<file path="src/rtl/i2cg_pkg.sv">
package i2cg_pkg;

    // clock cycles needed to cover a time in ns, rounded up
    function automatic int tbuf_cycles(input longint clk_khz, input longint time_ns);
        return int'((clk_khz * time_ns + 64'sd999999) / 64'sd1000000);
    endfunction

    // 16-bit Fibonacci shift register step, taps 16,14,13,11
    function automatic logic [15:0] lfsr_step(input logic [15:0] s);
        return {s[14:0], s[15] ^ s[13] ^ s[12] ^ s[10]};
    endfunction

endpackage

</file>
<file path="src/rtl/i2cg_line_watch.sv">
module i2cg_line_watch #(
    parameter int BITS_PER_GROUP = 9
) (
    input  logic clk,
    input  logic rst_n,
    input  logic scl_i,
    input  logic sda_i,
    output logic stop_o,
    output logic in_frame_o,
    output logic bus_err_o
);
    localparam int BW = $clog2(BITS_PER_GROUP + 1);

    typedef struct packed {
        logic          scl_p;
        logic          sda_p;
        logic          in_frame;
        logic          group_done;
        logic [BW-1:0] bitcnt;
    } watch_t;

    watch_t st_q, st_d;
    logic   start_c, stop_c, rise_c, legal_rs_c;

    always_comb begin
        start_c    = scl_i && st_q.scl_p && st_q.sda_p && !sda_i;
        stop_c     = scl_i && st_q.scl_p && !st_q.sda_p && sda_i;
        rise_c     = scl_i && !st_q.scl_p;
        legal_rs_c = st_q.group_done && (st_q.bitcnt == BW'(1));

        st_d       = st_q;
        st_d.scl_p = scl_i;
        st_d.sda_p = sda_i;
        if (start_c) begin
            st_d.in_frame   = 1'b1;
            st_d.bitcnt     = '0;
            st_d.group_done = 1'b0;
        end else if (stop_c) begin
            st_d.in_frame   = 1'b0;
            st_d.bitcnt     = '0;
            st_d.group_done = 1'b0;
        end else if (rise_c && st_q.in_frame) begin
            if (st_q.bitcnt == BW'(BITS_PER_GROUP)) begin
                st_d.bitcnt = BW'(1);
            end else begin
                st_d.bitcnt = st_q.bitcnt + BW'(1);
                if (st_q.bitcnt + BW'(1) == BW'(BITS_PER_GROUP)) begin
                    st_d.group_done = 1'b1;
                end
            end
        end
    end

    always_ff @(posedge clk) begin
        if (!rst_n) begin
            st_q <= '{scl_p: 1'b1, sda_p: 1'b1, in_frame: 1'b0,
                      group_done: 1'b0, bitcnt: '0};
        end else begin
            st_q <= st_d;
        end
    end

    assign stop_o     = stop_c;
    assign in_frame_o = st_q.in_frame;
    assign bus_err_o  = start_c && st_q.in_frame && !legal_rs_c;

    AST_STOP_ENDS_FRAME: assert property (@(posedge clk) disable iff (!rst_n)
        stop_o |=> !in_frame_o);
    AST_RS_KEEPS_FRAME: assert property (@(posedge clk) disable iff (!rst_n)
        (start_c && in_frame_o) |=> in_frame_o);
    AST_ERR_IN_FRAME: assert property (@(posedge clk) disable iff (!rst_n)
        bus_err_o |=> in_frame_o);

endmodule

</file>
<file path="src/rtl/i2cg_free_timer.sv">
module i2cg_free_timer #(
    parameter int THR_STD  = 1175,
    parameter int THR_FAST = 325,
    localparam int CW      = $clog2(THR_STD + 1)
) (
    input  logic          clk,
    input  logic          rst_n,
    input  logic          scl_i,
    input  logic          sda_i,
    input  logic          in_frame_i,
    input  logic          fast_i,
    output logic          free_o,
    output logic [CW-1:0] thr_o
);
    typedef struct packed {
        logic [CW-1:0] cnt;
    } tmr_t;

    tmr_t tm_q, tm_d;
    logic idle_c;

    always_comb begin
        idle_c = scl_i && sda_i && !in_frame_i;
        thr_o  = fast_i ? CW'(THR_FAST) : CW'(THR_STD);
        tm_d   = tm_q;
        if (!idle_c) begin
            tm_d.cnt = '0;
        end else if (tm_q.cnt < CW'(THR_STD)) begin
            tm_d.cnt = tm_q.cnt + CW'(1);
        end
        free_o = idle_c && (tm_q.cnt >= thr_o);
    end

    always_ff @(posedge clk) begin
        if (!rst_n) begin
            tm_q <= '{cnt: '0};
        end else begin
            tm_q <= tm_d;
        end
    end

    AST_CNT_CAP: assert property (@(posedge clk) disable iff (!rst_n)
        tm_q.cnt <= CW'(THR_STD));
    AST_FREE_LINES: assert property (@(posedge clk) disable iff (!rst_n)
        free_o |-> $past(scl_i && sda_i));

endmodule

</file>
<file path="src/rtl/i2cg_arbiter.sv">
module i2cg_arbiter
    import i2cg_pkg::*;
#(
    parameter logic [15:0] SEED    = 16'hACE1,
    parameter int          BO_BITS = 3,
    parameter int          CW      = 11
) (
    input  logic          clk,
    input  logic          rst_n,
    input  logic          req_i,
    input  logic          free_i,
    input  logic          in_frame_i,
    input  logic          stop_i,
    input  logic          scl_i,
    input  logic          sda_i,
    input  logic          sda_drv_i,
    input  logic [CW-1:0] thr_i,
    output logic          grant_o,
    output logic          arb_lost_o,
    output logic          backoff_o
);
    typedef struct packed {
        logic               pend;
        logic               owner;
        logic               armed;
        logic [15:0]        lfsr;
        logic [BO_BITS-1:0] units;
        logic [CW-1:0]      cyc;
    } arb_t;

    arb_t ar_q, ar_d;
    logic [15:0] lfsr_nx;

    always_comb begin
        lfsr_nx    = lfsr_step(ar_q.lfsr);
        grant_o    = ar_q.pend && free_i && !ar_q.armed && !ar_q.owner;
        arb_lost_o = ar_q.owner && in_frame_i && scl_i && sda_drv_i && !sda_i;

        ar_d      = ar_q;
        ar_d.pend = (ar_q.pend || req_i) && !grant_o;
        if (grant_o) begin
            ar_d.owner = 1'b1;
        end
        if (arb_lost_o) begin
            ar_d.owner = 1'b0;
            ar_d.armed = 1'b1;
            ar_d.lfsr  = lfsr_nx;
            ar_d.units = lfsr_nx[BO_BITS-1:0];
            ar_d.cyc   = '0;
        end else if (stop_i) begin
            ar_d.owner = 1'b0;
        end
        if (ar_q.armed && free_i) begin
            if (ar_q.units == '0) begin
                ar_d.armed = 1'b0;
            end else if (ar_q.cyc == thr_i - CW'(1)) begin
                ar_d.cyc   = '0;
                ar_d.units = ar_q.units - BO_BITS'(1);
            end else begin
                ar_d.cyc = ar_q.cyc + CW'(1);
            end
        end
    end

    always_ff @(posedge clk) begin
        if (!rst_n) begin
            ar_q <= '{pend: 1'b0, owner: 1'b0, armed: 1'b0, lfsr: SEED,
                      units: '0, cyc: '0};
        end else begin
            ar_q <= ar_d;
        end
    end

    assign backoff_o = ar_q.armed;

    AST_GRANT_PULSE: assert property (@(posedge clk) disable iff (!rst_n)
        grant_o |=> !grant_o);
    AST_LOSS_ARMS: assert property (@(posedge clk) disable iff (!rst_n)
        arb_lost_o |=> (backoff_o && !arb_lost_o));
    AST_LFSR_LIVE: assert property (@(posedge clk) disable iff (!rst_n)
        ar_q.lfsr != 16'h0000);

endmodule

</file>
<file path="src/rtl/i2c_start_gate.sv">
module i2c_start_gate
    import i2cg_pkg::*;
#(
    parameter int          CLK_KHZ        = 250000,
    parameter int          STD_TBUF_NS    = 4700,
    parameter int          FAST_TBUF_NS   = 1300,
    parameter int          BITS_PER_GROUP = 9,
    parameter logic [15:0] SEED           = 16'hACE1,
    parameter int          BO_BITS        = 3
) (
    input  logic clk,
    input  logic rst_n,
    input  logic scl_i,
    input  logic sda_i,
    input  logic fast_mode_i,
    input  logic start_req_i,
    input  logic sda_drive_i,
    output logic busy_o,
    output logic start_grant_o,
    output logic arb_lost_o,
    output logic bus_err_o
);
    localparam int THR_STD  = tbuf_cycles(CLK_KHZ, STD_TBUF_NS);
    localparam int THR_FAST = tbuf_cycles(CLK_KHZ, FAST_TBUF_NS);
    localparam int CW       = $clog2(THR_STD + 1);

    logic          stop_w, in_frame_w, free_w, backoff_w;
    logic [CW-1:0] thr_w;

    i2cg_line_watch #(.BITS_PER_GROUP(BITS_PER_GROUP)) u_watch (
        .clk        (clk),
        .rst_n      (rst_n),
        .scl_i      (scl_i),
        .sda_i      (sda_i),
        .stop_o     (stop_w),
        .in_frame_o (in_frame_w),
        .bus_err_o  (bus_err_o)
    );

    i2cg_free_timer #(.THR_STD(THR_STD), .THR_FAST(THR_FAST)) u_timer (
        .clk        (clk),
        .rst_n      (rst_n),
        .scl_i      (scl_i),
        .sda_i      (sda_i),
        .in_frame_i (in_frame_w),
        .fast_i     (fast_mode_i),
        .free_o     (free_w),
        .thr_o      (thr_w)
    );

    i2cg_arbiter #(.SEED(SEED), .BO_BITS(BO_BITS), .CW(CW)) u_arb (
        .clk        (clk),
        .rst_n      (rst_n),
        .req_i      (start_req_i),
        .free_i     (free_w),
        .in_frame_i (in_frame_w),
        .stop_i     (stop_w),
        .scl_i      (scl_i),
        .sda_i      (sda_i),
        .sda_drv_i  (sda_drive_i),
        .thr_i      (thr_w),
        .grant_o    (start_grant_o),
        .arb_lost_o (arb_lost_o),
        .backoff_o  (backoff_w)
    );

    assign busy_o = in_frame_w || !free_w;

    AST_GRANT_AFTER_HIGH: assert property (@(posedge clk) disable iff (!rst_n)
        start_grant_o |-> $past(scl_i && sda_i));
    AST_GRANT_NOT_BACKOFF: assert property (@(posedge clk) disable iff (!rst_n)
        arb_lost_o |=> !start_grant_o);
    AST_GRANT_OUTSIDE_FRAME: assert property (@(posedge clk) disable iff (!rst_n)
        start_grant_o |=> !backoff_w);

endmodule

</file>
<file path="config.mk">
export PLATFORM = sky130hd
export DESIGN_NAME = i2c_start_gate
export DESIGN_NICKNAME = d
export VERILOG_FILES = /design/src/rtl/i2cg_pkg.sv /design/src/rtl/i2cg_line_watch.sv /design/src/rtl/i2cg_free_timer.sv /design/src/rtl/i2cg_arbiter.sv /design/src/rtl/i2c_start_gate.sv
export SDC_FILE = /design/constraint.sdc
export NUM_CORES = 1
export LEC_CHECK = 0
export ABC_CLOCK_PERIOD_IN_PS = 7060
export BUFFER_PORTS_ARGS = -buffer_cell sky130_fd_sc_hd__buf_2
export CORE_MARGIN = 10
export CORE_UTILIZATION = 55
export CTS_CLUSTER_DIAMETER = 150
export DETAILED_ROUTE_END_ITERATION = 7
export PLACE_DENSITY = 0.7
export SKIP_CTS_REPAIR_TIMING = 1
export SLEW_MARGIN = 20
export SYNTH_ARGS = -nofsm -noshare
export SYNTH_HDL_FRONTEND = slang
export SYNTH_HIERARCHICAL = 1
export SYNTH_SLANG_ARGS = --single-unit
</file>
<file path="constraint.sdc">
create_clock -name clk -period 7.06 [get_ports clk]
set_input_delay 0.706 -clock clk [delete_from_list [all_inputs] [get_ports clk]]
set_output_delay 0.706 -clock clk [all_outputs]
set_load 0.02 [all_outputs]
</file>
==> results of run 1 <==
[layer usage]
metal,global-route usage [%],vias to the layer above,wire (µm)
li1,-,1335,-
met1,18.39,1167,2973
met2,20.59,28,2545
met3,3.093,2,146
met4,2.993,0,22
met5,0,-,0
[worst paths after layout]
check             startpoint              to  cells past startpoint
max              fast_mode_i   start_grant_o                      8
min           u_arb/ar_q[25]  u_arb/ar_q[26]                      2
max reg2reg  u_timer/tm_q[4]  u_arb/ar_q[13]                     10
min reg2reg   u_arb/ar_q[25]  u_arb/ar_q[26]                      2
[sequential cells by signal (all words and copies together), names as in the netlist]
| signal | count |
|---|---|
| u_arb/ar_q | 32 |
| u_arb/backoff_o | 1 |
| u_timer/tm_q | 11 |
| u_watch/in_frame_o | 1 |
| u_watch/st_q | 7 |
[synthesized netlist by cell type (5+ instances only)]
library cell | instances | area, µm²
a21oi_1 | 26 | 130.1
a31oi_1 | 7 | 43.79
and3_1 | 5 | 31.28
buf_4 | 12 | 90.09
clkbuf_1 | 8 | 30.03
dfxtp_1 | 52 | 1041
ha_1 | 11 | 137.6
inv_1 | 12 | 45.04
nand2_1 | 55 | 206.5
nand2b_1 | 9 | 56.30
nand3_1 | 17 | 85.08
nor2_1 | 20 | 75.07
nor3_1 | 9 | 45.04
nor3b_1 | 6 | 45.04
o21ai_0 | 18 | 90.09
o31ai_1 | 5 | 37.54
or3_1 | 5 | 31.28
or4_1 | 6 | 45.04
xnor2_1 | 16 | 140.1
[kinds of logic (layout without fill, tap and decap cells)]
logic type / Yosys count / in the layout / synth area share, %
AO/OA/AOI/OAI: 87 / 87 / 18.78
XOR/XNOR: 19 / 19 / 5.429
adder cells (fa/ha/maj): 11 / 11 / 4.490
buffers and inverters: 35 / 31 / 6.000
flip-flops: 52 / 52 / 33.96
multiplexers: 4 / 4 / 1.347
other: 2 / 5 / 0.2450
AND/OR/NAND/NOR: 166 / 166 / 29.75
[metrics by stage]
step                      power [mW]  std cells  setup slack [ns]
after floorplan               0.3334        379             3.859
after global routing          0.5251        447             3.065
after global placement        0.3369        439             3.361
after CTS                     0.5087        447             3.263
final                         0.5026        447             3.264
after detailed placement      0.3373        439             3.252
[power breakdown]
part	switching, mW	internal, mW
logic	0.0207	0.0128
clock network	0.101	0.0706
registers	0.00262	0.295
total	0.124	0.378
[cell type report]
type / count / area [µm²]
tap: 72 / 90.09
clock buffer: 5 / 68.82
timing repair buffer: 10 / 50.05
inverter: 13 / 48.80
clock inverter: 3 / 21.27
fill: 528 / 2301
sequential: 52 / 1041
multi-input combinational: 292 / 1852
[worst max-delay path: cells and delay by family]
family	cells	cell delay, ns
compound gates	2	0.57
buf+inv	3	0.84
simple gates	2	0.56
fa+ha+maj	1	0.40
[layout by cell type (no fill, tap or decap), types with 2 or more instances in the layout]
cell      count
nor2b_1       4
nand4b_1      3
nand3b_1      2
ha_1         11
buf_2        10
and2_1        2
o211ai_1      4
o21ai_0      18
nand4_1       3
xor2_1        3
and3_1        5
nor3_1        9
conb_1        5
o31ai_1       5
a31oi_1       7
nand2b_1      9
a211oi_1      4
a21oi_1      26
or3_1         5
nor4_1        4
or4_1         6
nor3b_1       6
a21o_1        2
nand2_1      55
xnor2_1      16
o21a_1        4
or3_2         2
nor2_1       20
a311oi_1      2
mux2i_1       3
inv_1        12
dfxtp_1      52
nand3_1      17
clkbuf_8      5
==> results.toml, run 1 <==
[status]
status = "finished, final reports clean"

[route]
wl_per_cell_um = 12.72
first_iter_violations = 129
first_pass_iters = 4
vias_per_cell = 5.664
routed_wl_mm = 5.687
drc_errors = 0
num_vias = 2532
antenna_left = 0

[placement]
routabilityCongestion = 0.8520
io_buffers = 10
dp_hpwl_mm = 4.157
dpl_cell_area_um2 = 3082

[clock_tree]
clk_pin_slew_ns = 0.10
cts_tree = "built"
clock_latency_ns = 0.30
clockBufferDepth = 2
root_buffer = "clkbuf_8"
numCtsBuffers = 5
htree_levels = 2
cts.sinks = 52

[timing]
relSlewSlack_pct = 45.66
fin_tns_setup_ns = 0
finalHoldViolations = 0
fin_crit_ns = 3.796
slew_violations = 0
fmaxAchievable_mhz = 263.4
holdWs_ns = 0.4598
grt_setup_unrepaired = "no"
period_share_pct = 53.77
skew_ns = 0.003643
worst_pin_slew_ns = 0.8103
setup_viol = 0

[floorplan]
fp.dieW_um = 94.66
start_util_pct = 56.01
core_um2 = 5473
die-area_um2 = 8960
die-height_um = 94.66
ios = 11
std_cell_rows = 27

[power]
power.leakage_nw = 1.124
peakVddDrop_mv = 0.09571
power_density_nw_per_um2 = 158.4

[yosys]
syn_inst = 376
synth_seq_cells = 52
ys.flop_type = "dfxtp_1"
async_flop_share_pct = 0
synth_edf_count = 0
yosys_warnings = 6
syn_area_um2 = 3065
seq_area_frac_synth_pct = 33.96
ys_types = 67
synth_area_per_cell_um2 = 8.153

[worst_setup_path]
cp_cell_sequence = "buf_2 > inv_1 > ha_1 > nand4b_1 > a21o_1 > a211oi_1 > nor4bb_1 > buf_2"
cp-start-kind = "input pin"
critPathRequiredTime_ns = 6.35
worst_path_most_repeated_cell = "buf_2"
critPathMaxFanout = 18
cpPeakStageDelay_ns = 0.45
path_class = "in2out"
r2r_slack_ns = 4.30
endpoint_kind = "primary output"
critPathSlowestCell = "nor4bb_1"
crit_arrival_ns = 3.09

[finish]
nNetsFinal = 392
num_antenna_cells = 0
fin_util_pct = 57.96
drive_gt1_share_pct = 9.067
final_area_um2 = 3172
syn_to_final_growth_pct = 3.469

[global_routing]
grt_first_pass_wirelength_mm = 10.09
grt_pass1_vias = 2278
grt_usage_pct = 13.32
antenna_found_initial = 0
gr-total-overflow = 0
grt_max_degree = 22

[flow_run]
max-cap-violations = 0

[worst_hold_path]
hp-class = "reg2reg"
Power figures use the tool's default switching activity.
==> inputs of run 2 (changes only) <==
--- a/config.mk
+++ b/config.mk
@@ -5,7 +5,7 @@
 export SDC_FILE = /design/constraint.sdc
 export NUM_CORES = 1
 export LEC_CHECK = 0
-export ABC_CLOCK_PERIOD_IN_PS = 7060
+export ABC_CLOCK_PERIOD_IN_PS = 3700
 export BUFFER_PORTS_ARGS = -buffer_cell sky130_fd_sc_hd__buf_2
 export CORE_MARGIN = 10
 export CORE_UTILIZATION = 55
==> constraint.sdc (replaced) <==
create_clock -name clk -period 3.7 [get_ports clk]
set_input_delay 0.37 -clock clk [delete_from_list [all_inputs] [get_ports clk]]
set_output_delay 0.37 -clock clk [all_outputs]
set_load 0.02 [all_outputs]
==> run 2 against run 1 <==
- via count increased by 1.3%
- final cell count rose by 0.45%
- global-route usage up 0.33 points
- utilization up 0.37 points
- routed wire length up 3.3%
- clock power increased by 99%
- register-to-register slack worse by 3.3 ns
- non-clock buffer count up 2
- sequential power is 91% higher
- clock skew increased by 0.0015 ns
- sequential share of layout area is 0.21 points lower
- combinational power rose by 93%
- critical path type is now reg2out
- critical endpoint unchanged
- largest cell class unchanged
- largest power group unchanged
==> results.toml, run 2 (synthesis gave the netlist of run 1 again) <==
[global_routing]
gr-total-overflow = 0
grt_max_degree = 22
grt_first_pass_wirelength_mm = 10.25
grt_pass1_vias = 2336
antenna_found_initial = 0
grt_usage_pct = 13.65

[worst_setup_path]
r2r-start = "u_timer/tm_q[2]"
critPathRequiredTime_ns = 3.33
endpoint_kind = "primary output"
path_class = "reg2out"
cp-start-kind = "flop"
reg2reg_to = "u_arb/ar_q[13]"
r2r_slack_ns = 0.95
r2r_cells = 9
crit_arrival_ns = 2.53
critPathMaxFanout = 8

[worst_hold_path]
holdPathStages = 3
hp-class = "in2reg"
whs_endpoint = "u_arb/ar_q[32]"
hp-start = "start_req_i"

[route]
wl_met2_mm = 2.627
first_iter_violations = 169
vias_per_cell = 5.715
antenna_left = 0
wl_met3_um = 180
routed_wl_mm = 5.875
first_pass_iters = 4
drc_errors = 0
met1_length_mm = 3.005
highest_layer = "met4"
num_vias = 2566
wl_per_cell_um = 13.08

[status]
status = "finished, final reports clean"

[finish]
nNetsFinal = 394
fin_util_pct = 58.32
syn_to_final_growth_pct = 4.122
layout_common_cells = "nand2_1, dfxtp_1, a21oi_1"
largest_register_ffs = 32
top_register = "u_arb/ar_q"
final_area_um2 = 3192
reg_top3 = "u_arb/ar_q: 32 flops, u_timer/tm_q: 11 flops, u_watch/st_q: 7 flops"
drive_gt1_share_pct = 9.549
num_antenna_cells = 0
mostFrequentLayoutCell = "nand2_1"

[floorplan]
std_cell_rows = 27
die-height_um = 94.66
ios = 11
core_um2 = 5473
fp.dieW_um = 94.66
die-area_um2 = 8960
start_util_pct = 56.01

[clock_tree]
cts_tree = "built"
numCtsBuffers = 5
clk_pin_slew_ns = 0.10
clockBufferDepth = 2
cts.sinks = 52
root_buffer = "clkbuf_8"
clock_latency_ns = 0.31
htree_levels = 2

[timing]
fmaxAchievable_mhz = 344.9
fin_tns_setup_ns = 0
setup_viol = 0
slew_violations = 0
relSlewSlack_pct = 48.32
worst_pin_slew_ns = 0.7706
fin_crit_ns = 2.900
grt_setup_unrepaired = "no"
finalHoldViolations = 0
skew_ns = 0.005147
period_share_pct = 78.37

[power]
peakVddDrop_mv = 0.2411
p_total_uw = 973.8
power.leakage_nw = 1.131
power_density_nw_per_um2 = 305.1

[placement]
io_buffers = 10
dpl_cell_area_um2 = 3097
dp_hpwl_mm = 4.236
routabilityCongestion = 0.8053

[flow_run]
max-cap-violations = 0
## run 2: area by class of cell
cell class	instances	area (µm²)
clock buffer	5	68.82
clock inverter	3	26.28
fill	528	2281
inverter	13	48.80
multi-input combinational	292	1852
sequential	52	1041
tap	72	90.09
timing repair buffer	12	65.06
## run 2: power by group
group / switching, mW / internal (mW) / total (mW) / leakage [nW]
Sequential: 0.00549 / 0.563 / 0.568 / 0.420
Clock: 0.203 / 0.138 / 0.341 / 0.0423
Combinational: 0.0394 / 0.0252 / 0.0647 / 0.668
## run 2: critical path, stage by stage (launching register included)
cell	delay, ns
dfxtp_1	0.48
nor3b_1	0.30
nand4b_1	0.13
a21o_1	0.17
a211oi_1	0.39
nor4bb_1	0.48
buf_2	0.26
## run 2: worst max path at each step
stage	slack, ns	from	endpoint	cells after the start
2_1_floorplan	1.17	fast_mode_i	start_grant_o	6
3_3_place_gp	0.78	fast_mode_i	u_arb/ar_q[13]	11
3_5_place_dp	0.71	fast_mode_i	u_arb/ar_q[13]	11
4_1_cts	0.80	u_timer/tm_q[4]	start_grant_o	7
5_1_grt	0.66	u_timer/tm_q[4]	start_grant_o	7
6_report	0.80	u_timer/tm_q[2]	start_grant_o	6
## run 2: routing by layer
metal  track usage, %  vias up
met5                0        -
met4            3.865        0
met3            3.489        5
met2            21.85       33
met1            17.75     1183
li1                 -     1345
## run 2: stage by stage
step / hold WS, ns / std cells / setup slack, ns
after CTS: 0.2836 / 449 / 0.7999
after global placement: 0.4385 / 441 / 0.7794
final: 0.2936 / 449 / 0.8003
after floorplan: 0.4321 / 379 / 1.171
after detailed placement: 0.4502 / 441 / 0.7118
after global routing: 0.3185 / 449 / 0.6554
==> inputs of run 3 (changes only) <==
--- a/config.mk
+++ b/config.mk
@@ -5,13 +5,13 @@
 export SDC_FILE = /design/constraint.sdc
 export NUM_CORES = 1
 export LEC_CHECK = 0
-export ABC_CLOCK_PERIOD_IN_PS = 3700
+export ABC_CLOCK_PERIOD_IN_PS = 2400
 export BUFFER_PORTS_ARGS = -buffer_cell sky130_fd_sc_hd__buf_2
 export CORE_MARGIN = 10
 export CORE_UTILIZATION = 55
 export CTS_CLUSTER_DIAMETER = 150
 export DETAILED_ROUTE_END_ITERATION = 7
-export PLACE_DENSITY = 0.7
+export PLACE_DENSITY = 0.73
 export SKIP_CTS_REPAIR_TIMING = 1
 export SLEW_MARGIN = 20
 export SYNTH_ARGS = -nofsm -noshare
==> constraint.sdc (replaced) <==
create_clock -name clk -period 2.4 [get_ports clk]
set_input_delay 0.24 -clock clk [delete_from_list [all_inputs] [get_ports clk]]
set_output_delay 0.24 -clock clk [all_outputs]
set_load 0.02 [all_outputs]
==> run 3 against run 2 <==
- sequential power grew 54%
- sequential share of layout area decreased by 2.0 points
- largest power group unchanged
- total power is 54% higher
- via count grew 2.2%
- setup slack got worse by 0.76 ns
- global-route usage up 0.29 points
- highest routed layer unchanged
- utilization up 3.9 points
- count of clock-buffer cells in the layout stayed put
==> results.toml, run 3 (synthesis gave the netlist of run 1 again) <==
[status]
status = "finished, final reports clean"

[finish]
drive_gt1_share_pct = 16.12
reg_top3 = "u_arb/ar_q: 32 flops, u_timer/tm_q: 11 flops, u_watch/st_q: 7 flops"
syn_to_final_growth_pct = 11.10
final_area_um2 = 3406
num_antenna_cells = 0
largest_register_ffs = 32
nNetsFinal = 414
top_register = "u_arb/ar_q"
final_cells = 469
mostFrequentLayoutCell = "nand2_1"
fin_util_pct = 62.23
layout_common_cells = "nand2_1, dfxtp_1, a21oi_1"

[global_routing]
grt_usage_pct = 13.94
grt_max_degree = 20
antenna_found_initial = 0
gr-total-overflow = 0
grt_first_pass_wirelength_mm = 10.50
grt_pass1_vias = 2370

[placement]
place_ws_ns = -0.03998
dp_hpwl_mm = 4.476
place_inst = 461
routabilityCongestion = 0.9137
io_buffers = 10
dpl_cell_area_um2 = 3256

[floorplan]
start_util_pct = 56.01
ios = 11
die-height_um = 94.66
std_cell_rows = 27
core_um2 = 5473
fp.dieW_um = 94.66
die-area_um2 = 8960

[timing]
setup_viol = 0
fin_ws_ns = 0.04253
fmaxAchievable_mhz = 424.2
holdWs_ns = 0.1593
fin_crit_ns = 2.357
fin_tns_setup_ns = 0
finalHoldViolations = 0
slew_violations = 0
worst_pin_slew_ns = 0.6602
grt_setup_unrepaired = "yes"
relSlewSlack_pct = 55.89
period_share_pct = 98.23
skew_ns = 0.006997

[worst_setup_path]
critPathMaxFanout = 3
path_class = "reg2out"
endpoint_kind = "primary output"
cp-start-kind = "flop"
crit_arrival_ns = 2.12
critPathRequiredTime_ns = 2.16

[power]
power.leakage_nw = 1.250
power_density_nw_per_um2 = 440.8
peakVddDrop_mv = 0.3825
p_total_mw = 1.501

[clock_tree]
cts_tree = "built"
clk_pin_slew_ns = 0.10
clockBufferDepth = 2
cts.sinks = 52
htree_levels = 2
clock_latency_ns = 0.31
numCtsBuffers = 5
root_buffer = "clkbuf_8"

[route]
first_iter_violations = 110
wl_per_cell_um = 12.95
routed_wl_mm = 6.074
num_vias = 2622
first_pass_iters = 4
drc_errors = 0
vias_per_cell = 5.591
antenna_left = 0

[flow_run]
max-cap-violations = 0

[worst_hold_path]
hp-class = "in2reg"
==> run 3: power by group <==
part	internal, mW	switching, mW	leakage (nW)
sequential	0.868	0.00830	0.421
combinational	0.0465	0.0643	0.781
clock	0.213	0.302	0.0487
total	1.13	0.374	1.25
==> run 3: area by class of cell <==
class | instances | area, µm²
Clock inverter | 3 | 26.28
Timing Repair Buffer | 32 | 217.7
Inverter | 13 | 48.80
Sequential cell | 52 | 1042
Clock buffer | 5 | 68.82
Multi-Input combinational cell | 292 | 1912
Fill cell | 513 | 2067
Tap cell | 72 | 90.09
==> run 3: worst paths after layout <==
kind,start,endpoint,slack [ns],depth (start not counted)
max reg2reg,u_timer/tm_q[1],u_arb/ar_q[8],0.09,10
max,u_timer/tm_q[1],start_grant_o,0.04,8
min,start_req_i,u_arb/ar_q[32],0.16,3
min reg2reg,u_arb/ar_q[16],u_arb/ar_q[17],0.46,2
==> run 3: layer usage <==
layer,up-vias,wire [µm],track usage (%)
li1,1379,-,-
met1,1208,3110,18.71
met2,31,2753,22.03
met3,4,152,2.696
met4,0,57,4.364
met5,-,0,0
==> run 3: critical path, stage by stage (launching register included) <==
cell and delay (ns):
dfxtp_2 0.35, ha_4 0.26, a21oi_2 0.04, nand4b_1 0.17, a21o_1 0.18, a211oi_2 0.25, buf_4 0.17, nor4bb_4 0.21
buf_4 0.19
